==> src/rtl/bt601_cap_pkg.sv <==
// Shared types for the BT.601 line capture block.
// Assumes: byte phase numbering is (position - window start) mod 4.
package bt601_cap_pkg;

    // Position of a byte inside one Cb,Y,Cr,Y group
    typedef enum logic [1:0] {
        PH_CB = 2'd0,
        PH_Y0 = 2'd1,
        PH_CR = 2'd2,
        PH_Y1 = 2'd3
    } byte_phase_e;

endpackage

==> src/rtl/bt601_line_counter.sv <==
// Line position counter.
// Counts sample positions 1..line length and then wraps to 1. In slave mode
// a rising edge on the sync input makes the current sample position 1.
// Assumes: configuration is static outside reset; sync input is low in reset.
module bt601_line_counter #(
    parameter int LEN_NTSC = 1716,
    parameter int LEN_PAL  = 1728,
    parameter int CW       = 11
) (
    input  logic          clk,
    input  logic          rst_n,
    input  logic          cfg_master,
    input  logic          cfg_pal,
    input  logic          hsync_in,
    output logic [CW-1:0] cnt_q,
    output logic [CW-1:0] cur_cnt,
    output logic          line_wrap
);
    localparam logic [CW-1:0] LEN_N = CW'(LEN_NTSC);
    localparam logic [CW-1:0] LEN_P = CW'(LEN_PAL);
    localparam logic [CW-1:0] ONE   = CW'(1);

    logic          hs_prev;
    logic          hs_rise;
    logic [CW-1:0] line_len;

    // Select the line length for the configured standard
    always_comb line_len = cfg_pal ? LEN_P : LEN_N;

    // Detect a low-to-high sync transition (slave mode only)
    always_comb hs_rise = !cfg_master && hsync_in && !hs_prev;

    // Position of the sample taken at this edge
    always_comb cur_cnt = hs_rise ? ONE : cnt_q;

    // Flag the last position of the line
    always_comb line_wrap = (cur_cnt >= line_len);

    // Remember the previous sync level for edge detection
    always_ff @(posedge clk) begin
        if (!rst_n) hs_prev <= 1'b0;
        else        hs_prev <= hsync_in;
    end

    // Advance the position, wrapping after the last one
    always_ff @(posedge clk) begin
        if (!rst_n)         cnt_q <= ONE;
        else if (line_wrap) cnt_q <= ONE;
        else                cnt_q <= cur_cnt + ONE;
    end
endmodule

==> src/rtl/bt601_hsync_gen.sv <==
// Master-mode line sync generator.
// Drives an active-high pulse over positions 1..HS_WIDTH of each line.
// Optionally withholds the pulse until one full line has gone by since reset.
// Assumes: cnt_q is the registered line position from the counter.
module bt601_hsync_gen #(
    parameter int CW       = 11,
    parameter int HS_WIDTH = 128
) (
    input  logic          clk,
    input  logic          rst_n,
    input  logic          cfg_master,
    input  logic          cfg_line_dly,
    input  logic [CW-1:0] cnt_q,
    input  logic          line_wrap,
    output logic          hsync_out,
    output logic          hsync_oe
);
    localparam logic [CW-1:0] HS_LAST = CW'(HS_WIDTH);

    logic line_seen;

    // Record that at least one line end has passed since reset
    always_ff @(posedge clk) begin
        if (!rst_n)         line_seen <= 1'b0;
        else if (line_wrap) line_seen <= 1'b1;
    end

    // Pulse during the leading positions, gated by mode and line delay
    always_comb hsync_out = cfg_master && (cnt_q <= HS_LAST) && (!cfg_line_dly || line_seen);

    // Enable the pin driver only in master mode
    always_comb hsync_oe = cfg_master;
endmodule

==> src/rtl/bt601_active_window.sv <==
// Active window decoder.
// From the current sample position, decides whether the byte is active.
// If so, it gives the byte phase and the pixel-pair number.
// Assumes: the window start plus its length fits inside the line.
module bt601_active_window
    import bt601_cap_pkg::*;
#(
    parameter int CW         = 11,
    parameter int PW         = 9,
    parameter int START_NTSC = 245,
    parameter int START_PAL  = 265,
    parameter int ACTIVE_PIX = 720
) (
    input  logic          cfg_pal,
    input  logic          cfg_sync_dly,
    input  logic [CW-1:0] cur_cnt,
    output logic          in_window,
    output byte_phase_e   phase,
    output logic [PW-1:0] pair_idx
);
    localparam logic [CW-1:0] ST_N = CW'(START_NTSC);
    localparam logic [CW-1:0] ST_P = CW'(START_PAL);
    localparam logic [CW-1:0] WIN  = CW'(2 * ACTIVE_PIX);

    logic [CW-1:0] start_pos;
    logic [CW-1:0] offset;
    logic [CW-3:0] quad;

    // First active position for the configured standard and delay
    always_comb start_pos = (cfg_pal ? ST_P : ST_N) + CW'(cfg_sync_dly);

    // Distance of this sample from the window start
    always_comb offset = cur_cnt - start_pos;

    // Window membership: at or after the start and within 2*ACTIVE_PIX bytes
    always_comb in_window = (cur_cnt >= start_pos) && (offset < WIN);

    // Split the offset into a group number and a byte phase
    always_comb begin
        quad     = offset[CW-1:2];
        pair_idx = PW'(quad);
        phase    = byte_phase_e'(offset[1:0]);
    end
endmodule

==> src/rtl/bt601_pixel_demux.sv <==
// Pixel demultiplexer.
// Holds Cb and Y0 until Cr arrives, then strobes the group. It strobes the
// following Y1 on the next clock. Each strobe carries a pixel index.
// Assumes: phase and pair_idx are only meaningful while in_window is high.
module bt601_pixel_demux
    import bt601_cap_pkg::*;
#(
    parameter int DW = 8,
    parameter int PW = 9
) (
    input  logic          clk,
    input  logic          rst_n,
    input  logic          in_window,
    input  byte_phase_e   phase,
    input  logic [PW-1:0] pair_idx,
    input  logic [DW-1:0] vid_in,
    output logic          cc_valid,
    output logic [DW-1:0] cb_out,
    output logic [DW-1:0] y0_out,
    output logic [DW-1:0] cr_out,
    output logic          y1_valid,
    output logic [DW-1:0] y1_out,
    output logic [PW:0]   pix_idx
);
    logic [DW-1:0] cb_hold;
    logic [DW-1:0] y0_hold;

    // Stage the first two bytes of each group
    always_ff @(posedge clk) begin
        if (!rst_n) begin
            cb_hold <= '0;
            y0_hold <= '0;
        end else if (in_window) begin
            if (phase == PH_CB) cb_hold <= vid_in;
            if (phase == PH_Y0) y0_hold <= vid_in;
        end
    end

    // Present the group on Cr and the second luma on Y1
    always_ff @(posedge clk) begin
        if (!rst_n) begin
            cc_valid <= 1'b0;
            y1_valid <= 1'b0;
            cb_out   <= '0;
            y0_out   <= '0;
            cr_out   <= '0;
            y1_out   <= '0;
            pix_idx  <= '0;
        end else begin
            cc_valid <= in_window && (phase == PH_CR);
            y1_valid <= in_window && (phase == PH_Y1);
            if (in_window && phase == PH_CR) begin
                cb_out  <= cb_hold;
                y0_out  <= y0_hold;
                cr_out  <= vid_in;
                pix_idx <= {pair_idx, 1'b0};
            end
            if (in_window && phase == PH_Y1) begin
                y1_out  <= vid_in;
                pix_idx <= {pair_idx, 1'b1};
            end
        end
    end
endmodule

==> src/rtl/bt601_line_capture.sv <==
// BT.601 line timer and 4:2:2 pixel capture, top level.
// Chains the line counter, master sync generator, window decoder and
// demultiplexer. Assumes: configuration inputs change only in reset.
module bt601_line_capture #(
    parameter int LEN_NTSC   = 1716,
    parameter int LEN_PAL    = 1728,
    parameter int START_NTSC = 245,
    parameter int START_PAL  = 265,
    parameter int ACTIVE_PIX = 720,
    parameter int HS_WIDTH   = 128,
    parameter int DW         = 8,
    localparam int MAXLEN    = (LEN_PAL > LEN_NTSC) ? LEN_PAL : LEN_NTSC,
    localparam int CW        = $clog2(MAXLEN + 1),
    localparam int IW        = $clog2(ACTIVE_PIX),
    localparam int PW        = IW - 1
) (
    input  logic          clk,
    input  logic          rst_n,
    input  logic          cfg_master,
    input  logic          cfg_pal,
    input  logic          cfg_sync_dly,
    input  logic          cfg_hs_line_dly,
    input  logic          hsync_in,
    output logic          hsync_out,
    output logic          hsync_oe,
    input  logic [DW-1:0] vid_in,
    output logic          cc_valid,
    output logic [DW-1:0] cb_out,
    output logic [DW-1:0] y0_out,
    output logic [DW-1:0] cr_out,
    output logic          y1_valid,
    output logic [DW-1:0] y1_out,
    output logic [IW-1:0] pix_idx
);
    import bt601_cap_pkg::*;

    logic [CW-1:0] cnt_q;
    logic [CW-1:0] cur_cnt;
    logic          line_wrap;
    logic          in_window;
    byte_phase_e   phase;
    logic [PW-1:0] pair_idx;

    bt601_line_counter #(
        .LEN_NTSC (LEN_NTSC),
        .LEN_PAL  (LEN_PAL),
        .CW       (CW)
    ) u_counter (
        .clk        (clk),
        .rst_n      (rst_n),
        .cfg_master (cfg_master),
        .cfg_pal    (cfg_pal),
        .hsync_in   (hsync_in),
        .cnt_q      (cnt_q),
        .cur_cnt    (cur_cnt),
        .line_wrap  (line_wrap)
    );

    bt601_hsync_gen #(
        .CW       (CW),
        .HS_WIDTH (HS_WIDTH)
    ) u_hsync (
        .clk          (clk),
        .rst_n        (rst_n),
        .cfg_master   (cfg_master),
        .cfg_line_dly (cfg_hs_line_dly),
        .cnt_q        (cnt_q),
        .line_wrap    (line_wrap),
        .hsync_out    (hsync_out),
        .hsync_oe     (hsync_oe)
    );

    bt601_active_window #(
        .CW         (CW),
        .PW         (PW),
        .START_NTSC (START_NTSC),
        .START_PAL  (START_PAL),
        .ACTIVE_PIX (ACTIVE_PIX)
    ) u_window (
        .cfg_pal      (cfg_pal),
        .cfg_sync_dly (cfg_sync_dly),
        .cur_cnt      (cur_cnt),
        .in_window    (in_window),
        .phase        (phase),
        .pair_idx     (pair_idx)
    );

    bt601_pixel_demux #(
        .DW (DW),
        .PW (PW)
    ) u_demux (
        .clk       (clk),
        .rst_n     (rst_n),
        .in_window (in_window),
        .phase     (phase),
        .pair_idx  (pair_idx),
        .vid_in    (vid_in),
        .cc_valid  (cc_valid),
        .cb_out    (cb_out),
        .y0_out    (y0_out),
        .cr_out    (cr_out),
        .y1_valid  (y1_valid),
        .y1_out    (y1_out),
        .pix_idx   (pix_idx)
    );
endmodule

==> config.mk <==
export PLATFORM = sky130hd
export DESIGN_NAME = bt601_line_capture
export DESIGN_NICKNAME = d
export VERILOG_FILES = /design/src/rtl/bt601_cap_pkg.sv /design/src/rtl/bt601_line_counter.sv /design/src/rtl/bt601_hsync_gen.sv /design/src/rtl/bt601_active_window.sv /design/src/rtl/bt601_pixel_demux.sv /design/src/rtl/bt601_line_capture.sv
export SDC_FILE = /design/constraint.sdc
export NUM_CORES = 1
export LEC_CHECK = 0
export BUFFER_PORTS_ARGS = -buffer_cell sky130_fd_sc_hd__buf_2
export CAP_MARGIN = 20
export CORE_UTILIZATION = 40
export DETAILED_ROUTE_END_ITERATION = 16
export MAX_ROUTING_LAYER = met4
export PLACE_DENSITY = 0.73
export SETUP_SLACK_MARGIN = 0.3
export SKIP_CTS_REPAIR_TIMING = 1
export SYNTH_ARGS = -nofsm -noshare
export SYNTH_HDL_FRONTEND = slang
export SYNTH_SLANG_ARGS = --single-unit
==> constraint.sdc <==
create_clock -name clk -period 3.3 [get_ports clk]
set_input_delay 0.33 -clock clk [delete_from_list [all_inputs] [get_ports clk]]
set_output_delay 0.33 -clock clk [all_outputs]
set_load 0.02 [all_outputs]
==> results.md <==
* DIE WIDTH at just under 100 µm
* CTS H-tree depth at 3
* Netlist area before placement at between 0.003 and 0.004 mm²
* Clock tree sinks at 73
* Status: finished with violations
* Initial antenna violation count at 0
* Yosys cell types at 58
* Final Util at around half
* Drt first pass iters at 10
* Vias per std cell at between 5 and 6
* Worst Hold Class: input pin to register
* Final Hold Viols at 0
* Total die area at between 0.009 and 0.01 mm²
* Sequential area share after synthesis at approximately 40%
* CTS root buf: clkbuf_8
* Gpl congestion at between 0.9 and 1
* CP required at about 3500 ps
* Crit share post-route at 94.78%
* Synthesized area per cell at ~8.8 µm²
* CP Capture Type: register
* Global route overflow at 0
* RSZ-0062 raised after global routing: yes
* Antenna Nets Post-Route at 0
* EDFF count, synth at 0
* Filler cell count at roughly 800
* Crit path max-delay family: compound AO/OA/AOI/OAI gates
* Initial DRC Count at roughly 240
* Ratio of cells with drive above 1 in the final layout at between 20% and 30%
* Port bufs at 60
* Synth warn at 0
* IO Pins at 61
* Vias in the first global route at just over 3k
* Peak supply drop at slightly below 0.3 mV
* Ys async rst share at 0%
* Total wire length at slightly above 9 mm
* Avg WL per Cell at around 16 µm
* Cells after Synth at about 420
* Buffers & Inverters on Critical Path at 1
* Worst slew pin tran at between 600 and 700 ps
* Failing checks: DRC
* Critical path class: register to register
* Worst setup margin at 172.2 ps
* HP Start: hsync_in
* Fmax at around 320 MHz
* Slowest CP cell: or3b_4
* Vias at between 3k and 4k
* Critical path arrival at approximately 3400 ps
* Power per Cell Area at 404.6 mW/mm²
* CTS Buffer Depth at 2
* #FFs+latches synth at 73
* Num CTS Buffers at 9
* Final setup fails at 0
* Syn_nets at ~440
* Die height at 97.77 µm
* Clock latency on the worst-skew pair at roughly 350 ps
* Largest net degree at the start of global routing at 70
* Clk slew on worst S/H paths at approximately 90 ps
* Worst-path fanout max at 26
* Max Cap Violations at 0
* Worst setup path start: u_counter.hs_prev
* Main synth FF type: dfxtp_1
* Minimum clock period at 3128 ps
* Final #Nets at 498
* Leakage at ~2.2 nW
* Starting Density at about two fifths
* Final-report max-slew violation count at 0
* Worst reg2reg startpoint: u_counter.hs_prev
* Clock Skews at roughly 12 ps
* # diodes at 0
* Drc violations at 6
* Slew margin rel. at a little under three fifths
* CP max stage delay at between 400 and 500 ps
* Synth-to-layout area growth at 23.87%
* DPL Wire Length at 6.340 mm
* Pre-CTS WS at -31.25 ps
* Global-route wire length before repair at approximately 15 mm
* CORE AREA at between 0.008 and 0.009 mm²
* Cell Rows at 34
* CTS tree: built
* CP startpoint kind: register
* Critical path cell sequence: or3b_4 -> nand2_2 -> xnor2_2 -> ha_2 -> a21oi_2 -> a21bo_2 -> a31oi_4 -> xor2_1 -> nand4_1 -> a32oi_4 -> o211ai_4 -> buf_12 -> mux2i_1
* Power, Total at around 1.8 mW
* All-Layer GR Usage at approximately a fifth
Yosys cell counts (all sizes together), types with 2 or more instances:
| cell type | instances | share of area [%] |
|---|---|---|
| nand3b | 2 | 0.41 |
| xnor2 | 12 | 2.9 |
| nor2 | 28 | 2.9 |
| a21o | 3 | 0.61 |
| a31oi | 2 | 0.34 |
| nor2b | 3 | 0.51 |
| ha | 5 | 1.7 |
| inv | 13 | 1.3 |
| nand4 | 5 | 0.85 |
| a21boi | 4 | 1.0 |
| clkbuf | 16 | 1.6 |
| nand2 | 80 | 8.2 |
| nand2b | 6 | 1.0 |
| and3 | 3 | 0.51 |
| o21ai | 14 | 2.1 |
| and2 | 4 | 0.68 |
| a211oi | 2 | 0.75 |
| o31ai | 4 | 0.82 |
| nor3b | 2 | 0.55 |
| mux2i | 53 | 14 |
| nor3 | 4 | 0.55 |
| a21bo | 2 | 0.55 |
| nand3 | 8 | 1.1 |
| xor2 | 6 | 1.4 |
| a41oi | 3 | 0.72 |
| or3 | 2 | 0.34 |
| o211a | 3 | 0.82 |
| o221ai | 2 | 0.48 |
| a221oi | 2 | 0.48 |
| buf | 13 | 2.5 |
| o2111ai | 5 | 1.2 |
| a21oi | 12 | 1.6 |
| o211ai | 6 | 1.4 |
| dfxtp | 73 | 40 |
metal layers:
metal	GRT usage [%]	up-vias	share of wire, %
li1	-	1572	-
met1	26.23	1541	47
met2	30.44	96	46
met3	4.080	18	4.7
met4	6.527	0	1.8
met5	-	-	0
registers in the layout, indices dropped and copies added, names as in the netlist:
signal             cells
u_counter.cnt_q       11
u_demux.pix_idx       10
u_demux.cb_hold        8
u_demux.cb_out         8
u_demux.cr_out         8
u_demux.y0_hold        8
u_demux.y0_out         8
u_demux.y1_out         8
u_counter.hs_prev      1
u_demux.cc_valid       1
u_demux.y1_valid       1
u_hsync.line_seen      1
path summary, 6_finish.rpt:
path	endpoint	cells after the start	slack, ps
max	u_demux.y0_out[6]	13	170
min reg2reg	u_demux.pix_idx[4]	2	460
min	u_counter.hs_prev	2	260
max reg2reg	u_demux.y0_out[6]	13	170
per-stage QoR:
stage / area, µm² / std cells / hold slack, ps / setup TNS (ps)
after global placement: 4187 / 571 / 443.9 / 0
after global routing: 4544 / 591 / 247.8 / 0
after CTS: 4393 / 587 / 240.7 / 0
after detailed placement: 4187 / 571 / 446.7 / -168.1
final: 4544 / 591 / 255.9 / 0
after floorplan: 3762 / 416 / 440.8 / 0
cell type report:
| type | instances | area (µm²) | share of cell area (%) |
|---|---|---|---|
| sequential | 73 | 1463 | 32.19 |
| clock inverter | 7 | 82.58 | 1.817 |
| multi-input combinational | 301 | 2192 | 48.24 |
| clock buffer | 9 | 123.9 | 2.726 |
| tap | 108 | 135.1 | 2.974 |
| timing repair buffer | 80 | 499.2 | 10.99 |
| inverter | 13 | 48.80 | 1.074 |
placed cells by master (no fill, tap or decap), types with 5 or more instances in the layout:
cell / synthesis / routed
o21ai_0: 10 / 10
nand2_1: 80 / 78
nand4_1: 5 / 5
dfxtp_1: 73 / 72
clkbuf_8: 0 / 9
mux2i_1: 53 / 52
buf_4: 1 / 14
inv_1: 13 / 13
a21oi_1: 12 / 9
nand2b_1: 6 / 5
buf_2: 7 / 60
o2111ai_1: 5 / 5
nor2_1: 28 / 28
xor2_1: 6 / 6
xnor2_1: 12 / 8
nand3_1: 8 / 8
o211ai_1: 5 / 5
power by group:
group          total (mW)  internal, mW  switching (mW)
registers           0.895         0.885          0.0101
clock network       0.730         0.362           0.368
logic               0.214        0.0855           0.128
cells by family (layout without fill, tap and decap cells):
kind of cell               Yosys count  count (layout)  share of synthesized area [%]
and+or+nand+nor                    151             151                          18.62
AOI/OAI and AO/OA                   73              73                          15.31
DFF                                 73              73                          39.84
muxes                               54              54                          14.77
buffers and inverters               42             109                          5.457
xor gates and xnor gates            18              18                          4.297
adders and majority gates            5               5                          1.705
Note: power is estimated with default switching activity, not from simulation.
